$ cat src/rtl/icp_pkg.sv
// Shared constants and types for the instruction cache parity guard.
// Assumes a 6-bit configuration word; bit positions are fixed here only.
package icp_pkg;
    localparam int CFG_W    = 6;
    localparam int CB_CHK   = 0;
    localparam int CB_ESC   = 1;
    localparam int CB_INJ_D = 2;
    localparam int CB_INJ_T = 3;
    localparam int CB_CLR_D = 4;
    localparam int CB_CLR_T = 5;
    localparam int ST_DATA  = 0;
    localparam int ST_TAG   = 1;
    localparam int ST_W     = 2;

    typedef struct packed {
        logic inj_tag;
        logic inj_data;
        logic esc_en;
        logic chk_en;
    } icp_cfg_t;
endpackage

$ cat src/rtl/icp_cfg_regs.sv
// Configuration register and sticky parity-error status.
// Assumes set requests arrive as single-cycle pulses; a set beats a clear.
module icp_cfg_regs
    import icp_pkg::*;
(
    input  logic              clk,
    input  logic              rst_n,
    input  logic              cfg_we,
    input  logic [CFG_W-1:0]  cfg_wdata,
    input  logic              set_data_err,
    input  logic              set_tag_err,
    output icp_cfg_t          cfg_q,
    output logic [ST_W-1:0]   status_q
);
    logic [ST_W-1:0] clr_req;
    logic [ST_W-1:0] set_req;

    // Decode write-one-to-clear requests and incoming error pulses
    always_comb begin
        clr_req = '0;
        set_req = '0;
        clr_req[ST_DATA] = cfg_we && cfg_wdata[CB_CLR_D];
        clr_req[ST_TAG]  = cfg_we && cfg_wdata[CB_CLR_T];
        set_req[ST_DATA] = set_data_err;
        set_req[ST_TAG]  = set_tag_err;
    end

    // Hold the control bits written through the configuration port
    always_ff @(posedge clk) begin
        if (!rst_n) begin
            cfg_q <= '0;
        end else if (cfg_we) begin
            cfg_q.chk_en   <= cfg_wdata[CB_CHK];
            cfg_q.esc_en   <= cfg_wdata[CB_ESC];
            cfg_q.inj_data <= cfg_wdata[CB_INJ_D];
            cfg_q.inj_tag  <= cfg_wdata[CB_INJ_T];
        end
    end

    // One sticky flop per status bit; set has priority over clear
    for (genvar s = 0; s < ST_W; s++) begin : g_stat
        always_ff @(posedge clk) begin
            if (!rst_n)
                status_q[s] <= 1'b0;
            else if (set_req[s])
                status_q[s] <= 1'b1;
            else if (clr_req[s])
                status_q[s] <= 1'b0;
        end
    end
endmodule

$ cat src/rtl/icp_store.sv
// Direct-mapped entry storage with parity generation on fill.
// Assumes one fill per cycle; reads are combinational by index and see
// the contents from before a same-cycle fill.
module icp_store #(
    parameter int IDX_W  = 4,
    parameter int TAG_W  = 8,
    parameter int DATA_W = 32
) (
    input  logic              clk,
    input  logic              rst_n,
    input  logic              fill_valid,
    input  logic [IDX_W-1:0]  fill_idx,
    input  logic [TAG_W-1:0]  fill_tag,
    input  logic [DATA_W-1:0] fill_data,
    input  logic              inj_data,
    input  logic              inj_tag,
    input  logic [IDX_W-1:0]  rd_idx,
    output logic              rd_valid,
    output logic [TAG_W-1:0]  rd_tag,
    output logic              rd_tag_par,
    output logic [DATA_W-1:0] rd_data,
    output logic              rd_data_par
);
    localparam int DEPTH = 1 << IDX_W;

    logic              valid_q [DEPTH];
    logic [TAG_W-1:0]  tag_q   [DEPTH];
    logic              tpar_q  [DEPTH];
    logic [DATA_W-1:0] data_q  [DEPTH];
    logic              dpar_q  [DEPTH];
    logic              wr_tpar;
    logic              wr_dpar;

    // Even parity of the written fields, optionally inverted for test
    always_comb begin
        wr_tpar = (^fill_tag)  ^ inj_tag;
        wr_dpar = (^fill_data) ^ inj_data;
    end

    for (genvar e = 0; e < DEPTH; e++) begin : g_ent
        logic hit_wr;
        assign hit_wr = fill_valid && (fill_idx == IDX_W'(e));

        // Write one entry when the fill targets its index
        always_ff @(posedge clk) begin
            if (!rst_n) begin
                valid_q[e] <= 1'b0;
                tag_q[e]   <= '0;
                tpar_q[e]  <= 1'b0;
                data_q[e]  <= '0;
                dpar_q[e]  <= 1'b0;
            end else if (hit_wr) begin
                valid_q[e] <= 1'b1;
                tag_q[e]   <= fill_tag;
                tpar_q[e]  <= wr_tpar;
                data_q[e]  <= fill_data;
                dpar_q[e]  <= wr_dpar;
            end
        end
    end

    // Present the addressed entry to the checker
    always_comb begin
        rd_valid    = valid_q[rd_idx];
        rd_tag      = tag_q[rd_idx];
        rd_tag_par  = tpar_q[rd_idx];
        rd_data     = data_q[rd_idx];
        rd_data_par = dpar_q[rd_idx];
    end
endmodule

$ cat src/rtl/icp_verify.sv
// Tag compare, parity check and registered fetch response.
// Assumes the entry fields are those read in the fetch cycle; a tag
// miss suppresses the data check, while tag parity is checked on any valid entry.
module icp_verify #(
    parameter int TAG_W  = 8,
    parameter int DATA_W = 32
) (
    input  logic              clk,
    input  logic              rst_n,
    input  logic              fetch_valid,
    input  logic [TAG_W-1:0]  fetch_tag,
    input  logic              rd_valid,
    input  logic [TAG_W-1:0]  rd_tag,
    input  logic              rd_tag_par,
    input  logic [DATA_W-1:0] rd_data,
    input  logic              rd_data_par,
    input  logic              chk_en,
    input  logic              esc_en,
    output logic              set_data_err,
    output logic              set_tag_err,
    output logic              rsp_valid,
    output logic [DATA_W-1:0] rsp_data,
    output logic              rsp_hit,
    output logic              mcheck
);
    logic hit;
    logic tag_bad;
    logic data_bad;
    logic mc_d;

    // Compare tags and recompute even parity over the stored fields
    always_comb begin
        hit          = rd_valid && (rd_tag == fetch_tag);
        tag_bad      = rd_valid && (^{rd_tag, rd_tag_par});
        data_bad     = hit && (^{rd_data, rd_data_par});
        set_tag_err  = fetch_valid && chk_en && tag_bad;
        set_data_err = fetch_valid && chk_en && data_bad;
        mc_d         = esc_en && (set_tag_err || set_data_err);
    end

    // Register the response and the machine-check pulse
    always_ff @(posedge clk) begin
        if (!rst_n) begin
            rsp_valid <= 1'b0;
            rsp_data  <= '0;
            rsp_hit   <= 1'b0;
            mcheck    <= 1'b0;
        end else begin
            rsp_valid <= fetch_valid;
            rsp_hit   <= fetch_valid && hit;
            rsp_data  <= (fetch_valid && hit) ? rd_data : '0;
            mcheck    <= mc_d;
        end
    end
endmodule

$ cat src/rtl/icache_parity_ctrl.sv
// Top of the instruction cache parity guard: storage, checker, config.
// Assumes address = {tag, index}; speculative fetches are treated the
// same as normal ones, so the flag takes no part in the checks.
module icache_parity_ctrl
    import icp_pkg::*;
#(
    parameter int IDX_W  = 4,
    parameter int TAG_W  = 8,
    parameter int DATA_W = 32,
    localparam int ADDR_W = IDX_W + TAG_W
) (
    input  logic              clk,
    input  logic              rst_n,
    input  logic              fill_valid,
    input  logic [ADDR_W-1:0] fill_addr,
    input  logic [DATA_W-1:0] fill_data,
    input  logic              fetch_valid,
    input  logic [ADDR_W-1:0] fetch_addr,
    input  logic              fetch_spec,
    input  logic              cfg_we,
    input  logic [CFG_W-1:0]  cfg_wdata,
    output logic              fetch_rvalid,
    output logic [DATA_W-1:0] fetch_rdata,
    output logic              fetch_hit,
    output logic [ST_W-1:0]   perr_status,
    output logic              mcheck
);
    icp_cfg_t          cfg_q;
    logic              set_data_err;
    logic              set_tag_err;
    logic              rd_valid;
    logic [TAG_W-1:0]  rd_tag;
    logic              rd_tag_par;
    logic [DATA_W-1:0] rd_data;
    logic              rd_data_par;
    logic              spec_unused;

    // The speculative flag does not change checking
    assign spec_unused = fetch_spec;

    icp_cfg_regs cfg_i (
        .clk          (clk),
        .rst_n        (rst_n),
        .cfg_we       (cfg_we),
        .cfg_wdata    (cfg_wdata),
        .set_data_err (set_data_err),
        .set_tag_err  (set_tag_err),
        .cfg_q        (cfg_q),
        .status_q     (perr_status)
    );

    icp_store #(.IDX_W(IDX_W), .TAG_W(TAG_W), .DATA_W(DATA_W)) store_i (
        .clk         (clk),
        .rst_n       (rst_n),
        .fill_valid  (fill_valid),
        .fill_idx    (fill_addr[IDX_W-1:0]),
        .fill_tag    (fill_addr[ADDR_W-1:IDX_W]),
        .fill_data   (fill_data),
        .inj_data    (cfg_q.inj_data),
        .inj_tag     (cfg_q.inj_tag),
        .rd_idx      (fetch_addr[IDX_W-1:0]),
        .rd_valid    (rd_valid),
        .rd_tag      (rd_tag),
        .rd_tag_par  (rd_tag_par),
        .rd_data     (rd_data),
        .rd_data_par (rd_data_par)
    );

    icp_verify #(.TAG_W(TAG_W), .DATA_W(DATA_W)) verify_i (
        .clk          (clk),
        .rst_n        (rst_n),
        .fetch_valid  (fetch_valid),
        .fetch_tag    (fetch_addr[ADDR_W-1:IDX_W]),
        .rd_valid     (rd_valid),
        .rd_tag       (rd_tag),
        .rd_tag_par   (rd_tag_par),
        .rd_data      (rd_data),
        .rd_data_par  (rd_data_par),
        .chk_en       (cfg_q.chk_en),
        .esc_en       (cfg_q.esc_en),
        .set_data_err (set_data_err),
        .set_tag_err  (set_tag_err),
        .rsp_valid    (fetch_rvalid),
        .rsp_data     (fetch_rdata),
        .rsp_hit      (fetch_hit),
        .mcheck       (mcheck)
    );
endmodule

$ cat config.mk
export PLATFORM = sky130hd
export DESIGN_NAME = icache_parity_ctrl
export DESIGN_NICKNAME = d
export VERILOG_FILES = /design/src/rtl/icp_pkg.sv /design/src/rtl/icp_cfg_regs.sv /design/src/rtl/icp_store.sv /design/src/rtl/icp_verify.sv /design/src/rtl/icache_parity_ctrl.sv
export SDC_FILE = /design/constraint.sdc
export NUM_CORES = 1
export LEC_CHECK = 0
export CAP_MARGIN = 10
export CORE_UTILIZATION = 40
export CTS_BUF_LIST = sky130_fd_sc_hd__clkbuf_2
export DETAILED_ROUTE_END_ITERATION = 10
export HOLD_SLACK_MARGIN = 0.12
export PLACE_DENSITY = 0.62
export SYNTH_ARGS = -nofsm -noshare
export SYNTH_HDL_FRONTEND = slang
export SYNTH_SLANG_ARGS = --single-unit
$ cat constraint.sdc
create_clock -name clk -period 6.15 [get_ports clk]
set_clock_uncertainty 0.05 [all_clocks]
set_input_delay 1.23 -clock clk [delete_from_list [all_inputs] [get_ports clk]]
set_output_delay 1.23 -clock clk [all_outputs]
set_load 0.02 [all_outputs]
Word level (Yosys, flattened, before mapping)
Memories as Yosys holds them, arrays and structs flattened.
Cells that the tools add are included.
{ "op_classes": {"n_eq_ne": 16, "n_mux": 133, "bitwise": 82, "n_reduce_logical": 35} }
{ "op_table": {"columns": ["cell", "n"], "rows": [
  ["32-bit two-way mux", 16],
  ["8-bit two-way mux", 16],
  ["1-bit two-way mux", 101],
  ["1-bit bitwise OR", 80],
  ["33-bit parity", 1],
  ["4-bit == test (second input constant)", 8],
  ["32-bit parity", 1],
  ["1-bit logical AND", 26],
  ["4-bit by 3-bit == test with 1-bit output (second input constant)", 4],
  ["9-bit parity", 1],
  ["4-bit by 2-bit == test with 1-bit output (second input constant)", 2],
  ["8-bit == test", 1],
  ["8-bit parity", 1],
  ["4-bit by 1-bit == test with 1-bit output (second input constant)", 1],
  ["4-bit zero test", 1],
  ["2-bit nonzero test", 2],
  ["2-bit AND reduction", 1],
  ["1-bit XOR", 2],
  ["1-bit logical OR", 1]
]} }
{ "word_totals": {"reg_bits": 41, "ramBits": 688, "inputBits": 68, "output_inout_bits": 37, "elab_cells": 281, "memories": 5} }
{ "memory_table": {"columns": ["memory", "depth", "width", "read_ports", "rd_clocked_by_memory_dff", "wr", "line_no", "text"], "rows": [
  ["store_i.data_q", 16, 32, 1, 0, 16, "icp_store.sv:29", "logic [DATA_W-1:0] data_q [DEPTH];"],
  ["store_i.tag_q", 16, 8, 1, 0, 16, "icp_store.sv:27", "logic [TAG_W-1:0] tag_q [DEPTH];"],
  ["store_i.dpar_q", 16, 1, 1, 0, 16, "icp_store.sv:30", "logic dpar_q [DEPTH];"],
  ["store_i.tpar_q", 16, 1, 1, 0, 16, "icp_store.sv:28", "logic tpar_q [DEPTH];"],
  ["store_i.valid_q", 16, 1, 1, 0, 16, "icp_store.sv:26", "logic valid_q [DEPTH];"]
]} }

Depth between registers and ports, before layout
Gate-level depths: netlist of run 1.
An unclocked memory read counts as a cell.
{ "logic_depth": {"depth_word": 7, "mapped_depth": 13, "depth_no_buf": 9} }

Modules after synthesis
From an unflattened synthesis of run 1, not the netlist that was laid out.
{ "hier_totals": {"hier_cells": 1998, "area_unflattened_um2": 32636.3} }
{ "modules_own_cells": {"columns": ["module", "instances", "cells_per_inst", "area_each_um2", "seq_area_each_um2"], "rows": [
  ["icp_store", 1, 1840, 30953.4, 20629.8],
  ["icp_verify", 1, 137, 1456.4, 700.7],
  ["icp_cfg_regs", 1, 21, 226.5, 120.1]
]} }

Least setup slack after synthesis of run 1
No wires, ideal clock.
{ "synth_timing": {"kind": "input to register", "start": "in fill_addr[2]", "end": "mem store_i.data_q[1][0] (enable)", "setup_ns": 0.503, "t_arrival_ns": 4.824, "t_required_ns": 5.597, "path_slack_ns": 0.773, "cell_stages": 2, "path_buffers": 0, "path_cell_list": "or3b_2 -> o21ai_0"} }
{ "synth_rtl": {"columns": ["item", "line_no", "text"], "rows": [
  ["start: declaration", "icache_parity_ctrl.sv:15", "input logic [ADDR_W-1:0] fill_addr,"],
  ["end: declaration", "icp_store.sv:29", null]
]} }

Final worst setup path of run 1
{ "layout_timing": {"start": "in fetch_addr[1]", "end": "reg verify_i.mcheck"} }
{ "layout_via": {"elab_chain_len": 7, "word_cells_on_any_way": 15, "cone_classes": "eq/ne: 1; reduce/logical: 9; memory: 5"} }
{ "layout_rtl": {"columns": ["item", "line_no", "text"], "rows": [
  ["start: declaration", "icache_parity_ctrl.sv:18", "input logic [ADDR_W-1:0] fetch_addr,"],
  ["memory 16 x 8 bit", null, null],
  ["8-bit == test", "icp_verify.sv:33", "hit = rd_valid && (rd_tag == fetch_tag);"],
  ["1-bit logical AND", "icp_verify.sv:33", null],
  ["1-bit logical AND", "icp_verify.sv:35", "data_bad = hit && (^{rd_data, rd_data_par});"],
  ["1-bit logical AND", "icp_verify.sv:37", "set_data_err = fetch_valid && chk_en && data_bad;"],
  ["1-bit logical OR *", "icp_verify.sv:38", "mc_d = esc_en && (set_tag_err || set_data_err);"],
  ["1-bit logical AND *", "icp_verify.sv:38", null],
  ["end signal: assignment", "icp_verify.sv:52", "mcheck <= mc_d;"],
  ["end: declaration", "icp_verify.sv:24", "output logic mcheck"]
]} }
Every way passes the cells marked *; elsewhere a longest branch is shown, timed or not.
A chain may end at the register's enable or synchronous reset.

==> results.md, run 1 <==
- Status: completed
- Largest net degree at the start of global routing: 45
- Switch Pwr: 2910 uW
- CTS clk-pin slew, worst paths: 0.10 ns
- Int Pwr: 7660 uW
- Setup-failing EPs final: 0
- CTS max path bufs: 3
- Prevailing post-synth register cell: edfxtp_1
- Storage element area: 21500 um2
- Pwr dens: around 290 nW/um2
- Layer with the highest usage: met2
- Slew HR: 0.183
- Synthesized Nets: between 2000 and 2500
- Post-synth cell types: 35
- CTS Buf Count: 185
- Data required, critical path: 7.33 ns
- Area occupied by multi-input gates: 10600 um2
- Routed vias: approximately 19000
- H-Tree Depth: 4
- Seq pwr share: 0.545
- Mapped Cells: 2051
- CTS resizes: 0
- Crit end category: register
- Initial antenna violation count: 12
- Final Hold Vio Count: 0
- Post-synth top area cell: edfxtp_1
- Site row count: ~100
- CORE AREA: 80500 um2
- Setup bufs post-CTS: 0
- Io pins: 105
- Post-Route WL: 93.1 mm
- Switching Fraction: 0.275
- Post-route ant nets: 0
- DR vias/cell: 5.53
- Max cap viols: 0
- Number of flops mapped to enable cells by yosys: a little under 700
- Synth top area cells: edfxtp_1 63%, mux4_2 13%, and2_1 11%
- Period Utilization, post-route: 0.609
- RR Endpoint: verify_i.mcheck
- Initial core utilization: 0.404
- Post-DP HPWL: 52.7 mm
- Yosys reg bits: approximately 730
- Crit path max fanout: between 40 and 50
- Worst R2R Start: store_i.data_q[0][17]
- Met3 global-route usage: 0.0502
- Die Span Y: around 290 um
- Post-synthesis sequential area ratio: 0.659
- Yosys warnings: 0
- Setup CP Type: in -> reg
- Vias in the first global route: 20000
- 1st-iter DRT viols: around 2100
- Crit path time final: between 3 and 4 ns
- Clk pwr share: 0.324
- Fillers: 7098
- Combinational Power Share: 0.132
- Worst Setup SP: fetch_addr[1]
- Worst Hold Class: in -> reg
- Worst slew pin tran: between 1 and 1.5 ns
- Max-slew violations: 0
- Later-pin clock latency in the skew report: 1.42 ns
- Area growth syn-to-layout: 13.4%
- Root Driver: clkbuf_2
- Met2 usage: 0.381
- Port Buffers: 103
- Nets@finish: 2297
- First-pass GRT wire length: 134 mm
- M1 GR Usage: 0.294
- Final setup TNS: 0 ns
- DP Cell Count: 3102
- # clock sinks: roughly 730
- Remaining Overflow, GRT: 0
- Post-synth ARST share: 0
- Worst IR drop on VDD: 0.150 mV
- CTS tree: built
- Crit path to: verify_i.mcheck
- Share of cells above drive strength 1: 0.255
- CP startpoint kind: input port
- Syn Std Cell Area: ~33000 um2
- RSZ-0062 raised after global routing: no
- Min-delay src: rst_n
- Detailed Routing Iterations Pass 1: 5
- Fin cells: 3444
- Routability congestion estimate: 0.780
- Mean post-synth cell area: roughly 16 um2
- Leakage: 0.0131 uW
- Die area: 82600 um2
- R2R cell count: 8
- Post-synth top area share: 0.632
- Die width: ~290 um
- Gr usage total: 0.229
- # DRC: 0
- Achievable clock frequency: 0.267 GHz
- WL/cell: 27.0 um
- Hold Buf Count CTS: 0
- CP arrival: between 4 and 5 ns
- Reg2Reg Setup Slack: 2.70 ns
cell type report:
type	instances	share of cell area
sequential	729	0.580
inverter	5	0.000508
clock buffer	276	0.0374
clock inverter	57	0.00995
antenna	9	0.000609
multi-input combinational	1134	0.288
tap	1060	0.0359
timing repair buffer	174	0.0476
synth_stat cells, types with 9 or more instances:
library cell and number:
edfxtp_1 685, and2_1 561, mux4_2 192, clkbuf_1 151, and3_1 80, xnor2_1 77, dfxtp_1 44, a22oi_1 43
nand2_1 31, nor2_1 29, nor3_1 29, nor2b_1 19, a21oi_1 17, o21ai_0 15, buf_2 11, buf_6 9
critical path: stages:
cell,delay (ns)
buf_6,0.45
buf_4,0.49
mux4_2,0.37
a22oi_1,0.25
nand2_1,0.18
xnor2_1,0.47
xnor2_1,0.20
xnor2_2,0.24
xnor3_1,0.47
or3b_1,0.42
o311ai_1,0.09
layout by cell type (no fill, tap or decap), types with 2 or more instances in the layout:
master           netlist  routed
dfxtp_1               44      44
or2_2                  4       4
clkinv_1               0      40
nand4_1                3       3
clkbuf_2               0     276
nand2b_1               2       2
inv_2                  0       3
clkdlybuf4s50_1        0      98
nor2b_1               19      17
xor2_1                 8       8
bufinv_16              0       5
a22oi_1               43      43
nor3_1                29      29
and2_1               561     562
buf_2                 11       2
xnor2_1               77      77
buf_12                 0      16
mux2i_1                7       7
edfxtp_1             685     685
buf_4                  4      56
diode_2                0       9
a21oi_1               17      17
nor2_1                29      11
o31ai_1                2       2
nand2_1               31      30
mux4_2               192     192
o21ai_4                0      15
nor2_4                 0      17
clkinv_2               0       5
clkinvlp_4             0       3
nor2b_2                0       2
inv_1                  5       5
and3_1                80      80
nand3_1                6       6
power groups by stage:
stage / clock [uW] / sequential (uW) / combinational, uW
2_1_floorplan: 0 / 5870 / 838
3_3_place_gp: 0 / 5850 / 1380
3_5_place_dp: 0 / 5870 / 1390
4_1_cts: 3510 / 5760 / 1390
5_1_grt: 3740 / 5780 / 1470
6_report: 3420 / 5760 / 1390
worst min path at each step:
stage,slack [ns],cells past startpoint,to
after floorplan,0.39,2,store_i.valid_q[8]
after global placement,0.41,2,store_i.valid_q[8]
after detailed placement,0.41,2,cfg_i.status_q[1]
after CTS,0.22,2,store_i.data_q[8][6]
after global routing,0.24,2,store_i.data_q[8][27]
final,0.41,2,store_i.data_q[8][27]
state kept, by name, summed over array words and instances, names as in the netlist:
signal	flops
store_i.tag_q	128
verify_i.rsp_valid	1
store_i.data_q	512
cfg_i.cfg_q	4
store_i.valid_q	16
verify_i.rsp_hit	1
store_i.dpar_q	16
verify_i.rsp_data	32
cfg_i.status_q	2
verify_i.mcheck	1
store_i.tpar_q	16
cell families (layout without fill, tap and decap cells):
| group | Yosys count | in the layout | share of synthesized area |
|---|---|---|---|
| compound gates | 79 | 79 | 0.0159 |
| xor+xnor | 87 | 87 | 0.0240 |
| buf+inv | 188 | 512 | 0.0246 |
| flops | 729 | 729 | 0.659 |
| mux | 199 | 199 | 0.135 |
| other cells | 0 | 9 | 0 |
| simple gates | 769 | 769 | 0.142 |
routing by layer:
metal | vias to the layer above | share of wire
met3 | 186 | 0.082
met5 | - | 0.00029
li1 | 8105 | -
met4 | 6 | 0.026
met1 | 9850 | 0.40
met2 | 903 | 0.49
through the flow:
step	util	setup slack [ns]	hold WS, ns	total power [uW]	area, um2
after global routing	0.459	2.35	0.245	11000	36900
after floorplan	-	0.773	0.386	6710	32600
after detailed placement	0.437	1.14	0.408	7260	35200
final	0.459	2.40	0.408	10600	37000
after global placement	0.437	1.13	0.405	7230	35200
after CTS	0.458	2.35	0.216	10700	36900
(Power assumes the default switching activity.)
==> run 2: changes to the inputs <==
Settings changed: PLACE_DENSITY 0.62 to 0.64.
Clock period 6.15 ns to 3.3 ns, I/O delays scaled along.
==> results.md, run 2 (synthesis gave the netlist of run 1 again) <==
- Status: completed
- Setup-failing EPs final: 0 (unchanged)
- Achievable clock frequency: 0.313 GHz
- CP startpoint kind: input port
- 1st-iter DRT viols: 2266 (+9.6%)
- Die Span Y: 287 um (unchanged)
- RSZ-0062 raised after global routing: no
- Int Pwr: 14400 uW (+88%)
- Pwr Total: 19900 uW (+88%)
- CTS Buf Count: 184 (-0.54%)
- Largest net degree at the start of global routing: 34 (-24%)
- Io pins: 105 (unchanged)
- Area growth syn-to-layout: 20.8%
- Initial core utilization: 0.404 (unchanged)
- Worst R2R Start: store_i.data_q[12][3]
- Vias in the first global route: 21000 (+5.1%)
- Storage element area: 21500 um2 (unchanged)
- Port Buffers: 103 (unchanged)
- WL/cell: 26.5 um (-1.9%)
- Combinational Power Share: 0.152 (+0.020)
- Die width: 287 um (unchanged)
- Register with the most flip-flops: store_i.data_q
- Post-route ant nets: 0 (unchanged)
- Routability congestion estimate: 0.846 (+8.5%)
- Switching Fraction: 0.275 (-0.000329)
- Seq pwr share: 0.541 (-0.004)
- Fillers: 6854 (-3.4%)
- CTS max path bufs: 3 (unchanged)
- # DRC: 0 (unchanged)
- Post-Route WL: 97.7 mm (+4.9%)
- CTS clk-pin slew, worst paths: 0.12 ns (+0.02 ns)
- Worst Hold Class: in -> reg
- Leakage: 0.0144 uW (+9.6%)
- H-Tree Depth: 4 (unchanged)
- CTS tree: built
- Initial antenna violation count: 7 (-5)
- R2R cell count: 9 (+1)
- Most common cell after layout, fill and taps aside: edfxtp_1
- Pwr dens: 505 nW/um2 (+76%)
- Min-delay src: fill_data[15]
- Most frequent cells in the layout: 685 x edfxtp_1, 562 x and2_1, 270 x clkbuf_2, 211 x buf_4, 192 x mux4_2
- Worst IR drop on VDD: 0.321 mV (+110%)
- Post-DP HPWL: 59.2 mm (+12%)
- Hold depth: 3 (+1)
- Clk pwr share: 0.308 (-0.016)
- Die area: 82600 um2 (unchanged)
- Setup bufs post-CTS: 0 (unchanged)
- Switch Pwr: 5460 uW (+88%)
- Crit path time final: approximately 3.2 ns
- Period Utilization, post-route: 0.968
- Gr usage total: 0.240 (+0.0110)
- Remaining Overflow, GRT: 0 (unchanged)
- Routed vias: 20300 (+6.6%)
- Share of cells above drive strength 1: 0.304 (+0.0497)
- Leading registers by flop count: store_i.data_q: 512 flops, store_i.tag_q: 128 flops, verify_i.rsp_data: 32 flops
- Pre-CTS WS: -0.729 ns (-1.87 ns)
- Crit path max fanout: 24 (-45%)
- Max FFs per register: 512 (unchanged)
- RR Endpoint: verify_i.mcheck
- DR vias/cell: 5.52 (-0.29%)
- Setup CP Type: in -> reg
- Root Driver: clkbuf_2
- First-pass GRT wire length: 140 mm (+5.1%)
- Data required, critical path: 4.54 ns (-2.79 ns)
- Later-pin clock latency in the skew report: 1.42 ns (about the same)
- Detailed Routing Iterations Pass 1: 5 (unchanged)
- Reg2Reg Setup Slack: 0.18 ns (-2.52 ns)
- Worst slew pin tran: 1.26 ns (+0.0408 ns)
- Crit end category: register
- Worst setup margin: 0.106 ns (-2.30 ns)
- # clock sinks: 729 (unchanged)
- Slew HR: 0.156 (-0.0273)
- Hold Path End: store_i.data_q[15][15]
- Site row count: 104 (unchanged)
- CP arrival: 4.43 ns (-0.49 ns)
- Max cap viols: 0 (unchanged)
- CORE AREA: 80500 um2 (unchanged)
- Nets@finish: 2542 (+11%)
- Final Hold Vio Count: 0 (unchanged)
- Area occupied by multi-input gates: 10600 um2 (about the same)
- Max-slew violations: 0 (unchanged)
[run 2: worst max-delay path by stage]
| stage | slack (ns) | depth (start not counted) | from | to |
|---|---|---|---|---|
| after global placement | -0.70 | 14 | fetch_addr[0] | verify_i.mcheck |
| after global routing | 0.01 | 15 | fetch_addr[0] | verify_i.mcheck |
| after floorplan | -0.35 | 2 | fill_addr[2] | store_i.data_q[1][0] |
| final | 0.11 | 15 | fetch_addr[0] | verify_i.mcheck |
| after CTS | 0.005 | 1 | verify_i.mcheck | mcheck |
| after detailed placement | -0.73 | 14 | fetch_addr[0] | verify_i.mcheck |
[run 2: repair_timing]
action / 4_1_cts / 5_1_grt
endpoints found under the hold margin: 571 / 0
resized for setup: 1 / 0
hold buffers: 52 / 0
endpoints found under the setup margin: 1 / 0
[run 2: power groups by stage]
| stage | Sequential (uW) | Clock, uW | Combinational, uW |
|---|---|---|---|
| 2_1_floorplan | 10900 | 0 | 1590 |
| 3_3_place_gp | 10900 | 0 | 2910 |
| 3_5_place_dp | 11000 | 0 | 2940 |
| 4_1_cts | 10700 | 6240 | 3010 |
| 5_1_grt | 10800 | 6680 | 3150 |
| 6_report | 10700 | 6110 | 3010 |
[run 2: per-stage QoR]
stage | hold slack, ns | std cells | utilization | area [um2] | TNS, ns
2_1_floorplan | 0.386 | 2051 | - | 32700 | -60.36
3_3_place_gp | 0.400 | 3296 | 0.461 | 37100 | -14.93
3_5_place_dp | 0.397 | 3296 | 0.461 | 37100 | -15.19
4_1_cts | 0.130 | 3678 | 0.488 | 39300 | 0
5_1_grt | 0.207 | 3681 | 0.488 | 39300 | 0
6_report | 0.293 | 3681 | 0.488 | 39300 | 0
[run 2: worst max-delay path: stages]
cell and delay, ns:
dlygate4sd3_1 0.56, buf_8 0.15, buf_12 0.24, buf_12 0.22
buf_12 0.15, mux4_2 0.49, a22oi_1 0.24, nand2_1 0.09
xor2_1 0.18, xnor2_1 0.30, buf_4 0.19, xnor2_2 0.16
xnor3_1 0.32, or3b_1 0.37, o311ai_1 0.08
[run 2: cell type report]
type,count,share of cell area
flip-flops and latches,729,0.545
multi-input cells,1134,0.270
repair buffers,420,0.107
clock buffers,270,0.0343
well taps,1060,0.0337
clock inverters,60,0.00843
inverters,5,0.000477
diodes,3,0.000191
[run 2: routing by layer]
metal  global-route usage  vias up  wire length [um]
met5                    0        -                 0
met4               0.0810        0              2200
met1                0.325    10500             39400
met2                0.387     1072             47400
li1                     -     8573                 -
met3               0.0484      166              8720
